[config.mk]
export PLATFORM = sky130hd
export DESIGN_NAME = bct_ta_gen
export DESIGN_NICKNAME = d
export VERILOG_FILES = /design/src/rtl/bct_pkg.sv /design/src/rtl/bct_ack_sync.sv /design/src/rtl/bct_region_sel.sv /design/src/rtl/bct_wait_cnt.sv /design/src/rtl/bct_ta_gen.sv
export SDC_FILE = /design/constraint.sdc
export NUM_CORES = 1
export LEC_CHECK = 0
export CAP_MARGIN = 0
export CORE_ASPECT_RATIO = 1.1
export CORE_MARGIN = 3
export CORE_UTILIZATION = 41
export CTS_CLUSTER_DIAMETER = 150
export DETAILED_ROUTE_END_ITERATION = 12
export GPL_ROUTABILITY_DRIVEN = 0
export PLACE_DENSITY = 0.73
export SLEW_MARGIN = 25
export SYNTH_ARGS = -nofsm -noshare
export SYNTH_HDL_FRONTEND = slang
export SYNTH_SLANG_ARGS = --single-unit
[constraint.sdc]
create_clock -name clk -period 2.6 [get_ports clk]
set_clock_uncertainty 0.1 [all_clocks]
set_input_delay 0.65 -clock clk [delete_from_list [all_inputs] [get_ports clk]]
set_output_delay 0.65 -clock clk [all_outputs]
set_load 0.005 [all_outputs]
[src/rtl/bct_pkg.sv]
package bct_pkg;

   // Termination state of the current bus cycle.
   typedef enum logic [1:0] {
      ST_IDLE = 2'd0,   // no cycle in progress
      ST_WAIT = 2'd1,   // counting wait states or waiting for external ack
      ST_HOLD = 2'd2    // completed, waiting for chip select release
   } bct_state_e;

   // Configuration captured for the cycle in progress.
   typedef struct packed {
      logic       auto_en;
      logic [3:0] wait_cnt;
   } bct_region_cfg_t;

endpackage

[src/rtl/bct_ack_sync.sv]
module bct_ack_sync #(
   parameter int STAGES = 2
) (
   input  logic clk,
   input  logic rst_n,
   input  logic ext_ack_n,
   output logic ack_seen
);

   generate
      if (STAGES < 2) begin : g_bad_stages
         $error("bct_ack_sync: STAGES must be at least 2");
      end
   endgenerate

   // Chain resets to the inactive (high) level of the line.
   logic [STAGES-1:0] chain_q;

   always_ff @(posedge clk or negedge rst_n) begin
      if (!rst_n) chain_q[0] <= 1'b1;
      else        chain_q[0] <= ext_ack_n;
   end

   generate
      for (genvar s = 1; s < STAGES; s++) begin : g_stage
         always_ff @(posedge clk or negedge rst_n) begin
            if (!rst_n) chain_q[s] <= 1'b1;
            else        chain_q[s] <= chain_q[s-1];
         end
      end
   endgenerate

   assign ack_seen = ~chain_q[STAGES-1];

   // the last stage carries the previous value of the stage before it.
   p_sync_shift_r5: assert property (@(posedge clk) disable iff (!rst_n)
      chain_q[STAGES-1] == $past(chain_q[STAGES-2]));

endmodule

[src/rtl/bct_region_sel.sv]
module bct_region_sel #(
   parameter int NUM_CS = 4,
   parameter int WAIT_W = 4,
   localparam int IDX_W = (NUM_CS > 1) ? $clog2(NUM_CS) : 1
) (
   input  logic [NUM_CS-1:0]        cs_n,
   input  logic [NUM_CS-1:0]        cfg_auto_en,
   input  logic [NUM_CS*WAIT_W-1:0] cfg_wait,
   output logic                     any_sel,
   output logic [IDX_W-1:0]         sel_idx,
   output logic                     sel_auto,
   output logic [WAIT_W-1:0]        sel_wait
);

   generate
      if (NUM_CS < 1) begin : g_bad_cs
         $error("bct_region_sel: NUM_CS must be at least 1");
      end
      if (WAIT_W < 1) begin : g_bad_w
         $error("bct_region_sel: WAIT_W must be at least 1");
      end
   endgenerate

   // Priority chain: the lowest-numbered asserted select wins.
   logic [NUM_CS:0]   none_below;
   logic [NUM_CS-1:0] grant;

   assign none_below[0] = 1'b1;

   generate
      for (genvar g = 0; g < NUM_CS; g++) begin : g_prio
         assign grant[g]        = none_below[g] & ~cs_n[g];
         assign none_below[g+1] = none_below[g] &  cs_n[g];
      end
   endgenerate

   assign any_sel = ~none_below[NUM_CS];

   always_comb begin
      sel_idx  = '0;
      sel_auto = 1'b0;
      sel_wait = '0;
      for (int i = 0; i < NUM_CS; i++) begin
         if (grant[i]) begin
            sel_idx  = IDX_W'(i);
            sel_auto = cfg_auto_en[i];
            sel_wait = cfg_wait[i*WAIT_W +: WAIT_W];
         end
      end
   end

endmodule

[src/rtl/bct_wait_cnt.sv]
module bct_wait_cnt #(
   parameter int WAIT_W = 4
) (
   input  logic              clk,
   input  logic              rst_n,
   input  logic              load,
   input  logic [WAIT_W-1:0] load_val,
   input  logic              dec,
   output logic              zero
);

   logic [WAIT_W-1:0] cnt_q;

   always_ff @(posedge clk or negedge rst_n) begin
      if (!rst_n)                    cnt_q <= '0;
      else if (load)                 cnt_q <= load_val;
      else if (dec && cnt_q != '0)   cnt_q <= cnt_q - 1'b1;
   end

   assign zero = (cnt_q == '0);

   // each enabled step lowers the count by exactly one.
   p_count_step_r3: assert property (@(posedge clk) disable iff (!rst_n)
      (dec && !load && !zero) |=> (cnt_q == $past(cnt_q) - 1'b1));

   // a load takes the new value on the next edge.
   p_count_load_r3: assert property (@(posedge clk) disable iff (!rst_n)
      load |=> (cnt_q == $past(load_val)));

endmodule

[src/rtl/bct_ta_gen.sv]
module bct_ta_gen
   import bct_pkg::*;
#(
   parameter int NUM_CS      = 4,
   parameter int WAIT_W      = 4,
   parameter int SYNC_STAGES = 2
) (
   input  logic                     clk,
   input  logic                     rst_n,
   input  logic                     cyc_start,
   input  logic [NUM_CS-1:0]        cs_n,
   input  logic [NUM_CS-1:0]        cfg_auto_en,
   input  logic [NUM_CS*WAIT_W-1:0] cfg_wait,
   input  logic                     ext_ack_n,
   output logic                     cyc_done
);

   localparam int IDX_W = (NUM_CS > 1) ? $clog2(NUM_CS) : 1;

   generate
      if (NUM_CS > (1 << IDX_W)) begin : g_bad_idx
         $error("bct_ta_gen: region index too narrow");
      end
      if (WAIT_W > 16) begin : g_bad_wait
         $error("bct_ta_gen: WAIT_W above 16 is not supported");
      end
   endgenerate

   // Synchronised external acknowledge.
   logic ack_seen;

   bct_ack_sync #(.STAGES(SYNC_STAGES)) u_sync (
      .clk       (clk),
      .rst_n     (rst_n),
      .ext_ack_n (ext_ack_n),
      .ack_seen  (ack_seen)
   );

   // Region decode at the start strobe.
   logic              any_sel;
   logic [IDX_W-1:0]  sel_idx;
   logic              sel_auto;
   logic [WAIT_W-1:0] sel_wait;

   bct_region_sel #(.NUM_CS(NUM_CS), .WAIT_W(WAIT_W)) u_sel (
      .cs_n        (cs_n),
      .cfg_auto_en (cfg_auto_en),
      .cfg_wait    (cfg_wait),
      .any_sel     (any_sel),
      .sel_idx     (sel_idx),
      .sel_auto    (sel_auto),
      .sel_wait    (sel_wait)
   );

   // Cycle state.
   bct_state_e       state_q, state_d;
   logic [IDX_W-1:0] cur_idx_q;
   logic             auto_q;

   logic start_ok;
   logic held;
   logic fire;
   logic cnt_zero;
   logic cnt_dec;

   assign start_ok = cyc_start && any_sel && (state_q == ST_IDLE);
   assign held     = ~cs_n[cur_idx_q];
   assign fire     = (state_q == ST_WAIT) && held &&
                     ((auto_q && cnt_zero) || ack_seen);
   assign cnt_dec  = (state_q == ST_WAIT) && held && auto_q && !fire;

   bct_wait_cnt #(.WAIT_W(WAIT_W)) u_cnt (
      .clk      (clk),
      .rst_n    (rst_n),
      .load     (start_ok),
      .load_val (sel_wait),
      .dec      (cnt_dec),
      .zero     (cnt_zero)
   );

   always_comb begin
      state_d = state_q;
      unique case (state_q)
         ST_IDLE: if (start_ok) state_d = ST_WAIT;
         ST_WAIT: begin
            if (!held)     state_d = ST_IDLE;
            else if (fire) state_d = ST_HOLD;
         end
         ST_HOLD: if (!held) state_d = ST_IDLE;
         default: state_d = ST_IDLE;
      endcase
   end

   always_ff @(posedge clk or negedge rst_n) begin
      if (!rst_n) begin
         state_q   <= ST_IDLE;
         cur_idx_q <= '0;
         auto_q    <= 1'b0;
      end else begin
         state_q <= state_d;
         if (start_ok) begin
            cur_idx_q <= sel_idx;
            auto_q    <= sel_auto;
         end
      end
   end

   assign cyc_done = fire;

   // completion is a single-clock pulse.
   p_done_single_r4: assert property (@(posedge clk) disable iff (!rst_n)
      cyc_done |=> !cyc_done);

   // completion only while some chip select is still asserted.
   p_done_cs_held_r7: assert property (@(posedge clk) disable iff (!rst_n)
      cyc_done |-> !(&cs_n));

   // in external mode, completion needs the synchronised acknowledge.
   p_manual_ext_r5: assert property (@(posedge clk) disable iff (!rst_n)
      (cyc_done && !auto_q) |-> ack_seen);

   // an accepted start moves the block into the waiting state.
   p_start_wait_r2: assert property (@(posedge clk) disable iff (!rst_n)
      (cyc_start && !(&cs_n) && state_q == ST_IDLE) |=> (state_q == ST_WAIT));

   // a strobe during a cycle leaves the captured region unchanged.
   p_busy_keep_r9: assert property (@(posedge clk) disable iff (!rst_n)
      (state_q != ST_IDLE) |=> $stable(cur_idx_q));

endmodule

==> results by group, run 1 <==
Final layout
  • Commonest cells after routing, fill and taps aside: clkdlybuf4s50_1 (23), buf_4 (11), inv_1 (9), dfrtp_1 (9), nand2b_1 (6)
  • Storage cell area: between 200 and 300 sq um
  • Number of fill cells: ~140
  • Layout cells sized above 1: 0.1969
  • Footprint of the multi-input gates: ~440 sq um
  • Area growth, synth to finish: 48.71%
  • Commonest non-fill, non-tap cell in the layout: clkdlybuf4s50_1
  • Diodes inserted: 0
  • Non-Filler Instances: between 100 and 150
  • Final #Nets: 158

Timing
  • RSZ-0062 raised after global routing: no
  • Min Tclk post-route: between 2 and 3 ns
  • Fin. Hold Viols: 0
  • Worst-Margin Slew: approximately 0.49 ns
  • Fmax: a little under 0.4 GHz
  • Final period util: 0.9833
  • Slew headroom: 0.6709
  • Final Slew Violations: 0
  • Endpoints failing setup: 0
  • Final WS setup: 0.04338 ns

Critical path
  • Crit-path cells: dlygate4sd2_1 > mux4_2 > or2_4 > nor2_2 > buf_2
  • Critical path launch point: cs_n[3]
  • CP Max Fanout: 2
  • Reg2reg path depth: 5
  • Largest delay share family, worst path: multiplexers
  • Crit. End Element: output port
  • CP max stage cell: mux4_2
  • CP Depth: 5
  • Launch point of the worst reg-to-reg path: cur_idx_q[0]
  • Worst setup SP type: input pin
  • Critical path buffers and inverters: 2
  • Required time of the critical path: about 1.9 ns
  • Worst path max stage delay: between 0.4 and 0.5 ns
  • Setup Crit Path Kind: input pin to output port
  • Crit path DAT: 1.81 ns

Global route
  • First-pass GRT wire length: around 3300 microns
  • Initial antenna violation count: 0
  • Pin count of the biggest net entering global routing: 14
  • Number of global-route vias before repair: 808
  • Overall Global Routing Usage: 0.1853
  • Total gr overflow: 0

Clock tree
  • CTS sink count: 11
  • Maximum level of the CTS H-tree: 1
  • Clk_lat worst skew: approximately 0.28 ns
  • Clock buffer depth: 2
  • Hold_buf cts: 0
  • Worst-path clk slew: 0.07 ns
  • Clock root buffer: clkbuf_4
  • CTS buffer count: 3
  • TritonCTS clock tree: yes

Synth
  • Mux cell area share after synthesis: 0.04180
  • Syn_nets: ~120
  • Library cells used by synthesis: 38
  • Yosys reg bits: 11
  • Largest family of logic cells by synthesized area: simple AND/OR/NAND/NOR gates
  • Synth Instances: 89
  • Post-synth ARST share: 1.000
  • Mean Syn Cell Area: between 8 and 9 sq um
  • Adder-Cell Fraction of Synth Area: 0.03215
  • Warning count from the yosys run: 0
  • Compound-Gate Fraction of Synth Area: 0.2379
  • Number of flops mapped to enable cells by yosys: 0
  • Top FF cell, synth: dfrtp_1
  • Post-synthesis simple-gate area fraction: 0.2524
  • Post-Synth XOR/XNOR Area: 0
  • Cell Area, Synth: ~780 sq um
  • Sequential share of the synthesized area: 0.3569

Hold path
  • Worst hold path stage count: 0
  • Min-Delay Path Class: flip-flop to flip-flop
  • Min-delay src: u_sync.chain_q[0]

Floorplanning
  • Placeable Area: around 1700 sq um
  • Die X: 47.54 microns
  • FP Rows: 15
  • Die Span Y: 51.70 microns
  • Ports: 29
  • Initial core utilization: 0.4659
  • Die ar.: around 2500 sq um

Power and ir drop
  • Pwr dens: around 700 nW/um^2
  • Max VDD drop: approximately 0.00047 V
  • Leak Pwr: 0.5107 nW

Routing
  • WL final: just over 2000 microns
  • Post-route ant nets: 0
  • Initial DRC Count: 15
  • DR vias/cell: about 5.7
  • Vias: slightly above 800
  • Routed len/inst: 14.10 microns
  • Residual DRC count: 0
  • Drt pass-1 iters: 4

Placement
  • Port bufs: 28
  • Post-Place Cells: between 100 and 150
  • HPWL Detailed: 1647 microns
  • Worst Setup Slack post-DPL: -0.6078 ns

Outcome
  • Status: finished, final reports clean

Flow run
  • MaxCap Viol Count: 0
==> stage by stage <==
step	hold WS [ns]	setup TNS [ns]	utilization	cell area [sq um]	total power, mW
4_1_cts	0.2596	0	0.6914	1155	0.8123
3_3_place_gp	0.2482	-1.799	0.6794	1135	0.6757
3_5_place_dp	0.2488	-1.754	0.6794	1135	0.6921
2_1_floorplan	0.2452	0	-	778.2	0.5282
6_report	0.2586	0	0.6929	1157	0.8101
5_1_grt	0.2610	0	0.6929	1157	0.8764
==> per-layer routing <==
metal,vias up,routed length [microns],track usage,share of wire
met5,-,0,0,0
met4,0,14,0.04484,0.0069
met3,4,112,0.05190,0.055
met2,24,1126,0.3326,0.55
met1,385,777,0.2078,0.38
li1,402,-,-,-
==> flip-flops by register name (all words and copies together), names as in the netlist <==
signal and count:
u_cnt.cnt_q 4, auto_q 1, state_q 2, u_sync.chain_q 2, cur_idx_q 2
==> cells by family (layout without fill, tap and decap cells) <==
| family | after synthesis | after routing |
|---|---|---|
| flip-flops | 11 | 11 |
| multiplexers | 2 | 2 |
| AO/OA/AOI/OAI | 26 | 26 |
| buffers and inverters | 14 | 52 |
| adder cells (fa/ha/maj) | 2 | 2 |
| AND/OR/NAND/NOR | 34 | 34 |
==> synth_stat cells, drive strengths merged (3+ instances only) <==
cell,n,area (sq um)
nand3,3,15.01
nor2,6,22.52
clkbuf,4,16.26
nor3b,5,37.54
dfrtp,9,225.2
a21oi,3,15.01
o21ai,6,30.02
nand2b,6,37.54
inv,9,33.78
nand2,4,15.01
==> report_power, final <==
part	internal [mW]	switching [mW]	total [mW]
Clock	0.0571	0.0618	0.119
Sequential	0.238	0.0534	0.291
Combinational	0.224	0.176	0.400
==> final timing paths <==
| path | to | slack, ns |
|---|---|---|
| setup / recovery | cyc_done | 0.04 |
| hold / removal | u_sync.chain_q[1] | 0.26 |
| setup reg to reg | u_cnt.cnt_q[3] | 0.31 |
| hold reg to reg | u_sync.chain_q[1] | 0.26 |
| max in group asynchronous | u_sync.chain_q[0] | 1.44 |
| min in group asynchronous | u_cnt.cnt_q[3] | 0.60 |
==> area by class of cell <==
cell class                 count  area share
multi-input combinational     64      0.3838
tap                           17     0.01838
clock inverter                 1    0.004324
sequential                    11      0.2400
inverter                       9     0.02919
clock buffer                   3     0.01946
timing repair buffer          39      0.3049
==> what timing repair did <==
| action | CTS | global route |
|---|---|---|
| setup endpoints to repair | 4 | 1 |
| pin swaps | 1 | 1 |
| gates resized for setup | 9 | 1 |
| cloned | 0 | 0 |
| setup buffers | 0 | 0 |
Power figures use the tool's default switching activity.
==> run 2: changes to the inputs <==
CTS_CLUSTER_DIAMETER = default   (was 150)
==> results of run 2 <==
Final layout, timing and power as in run 1 (identical DEF).
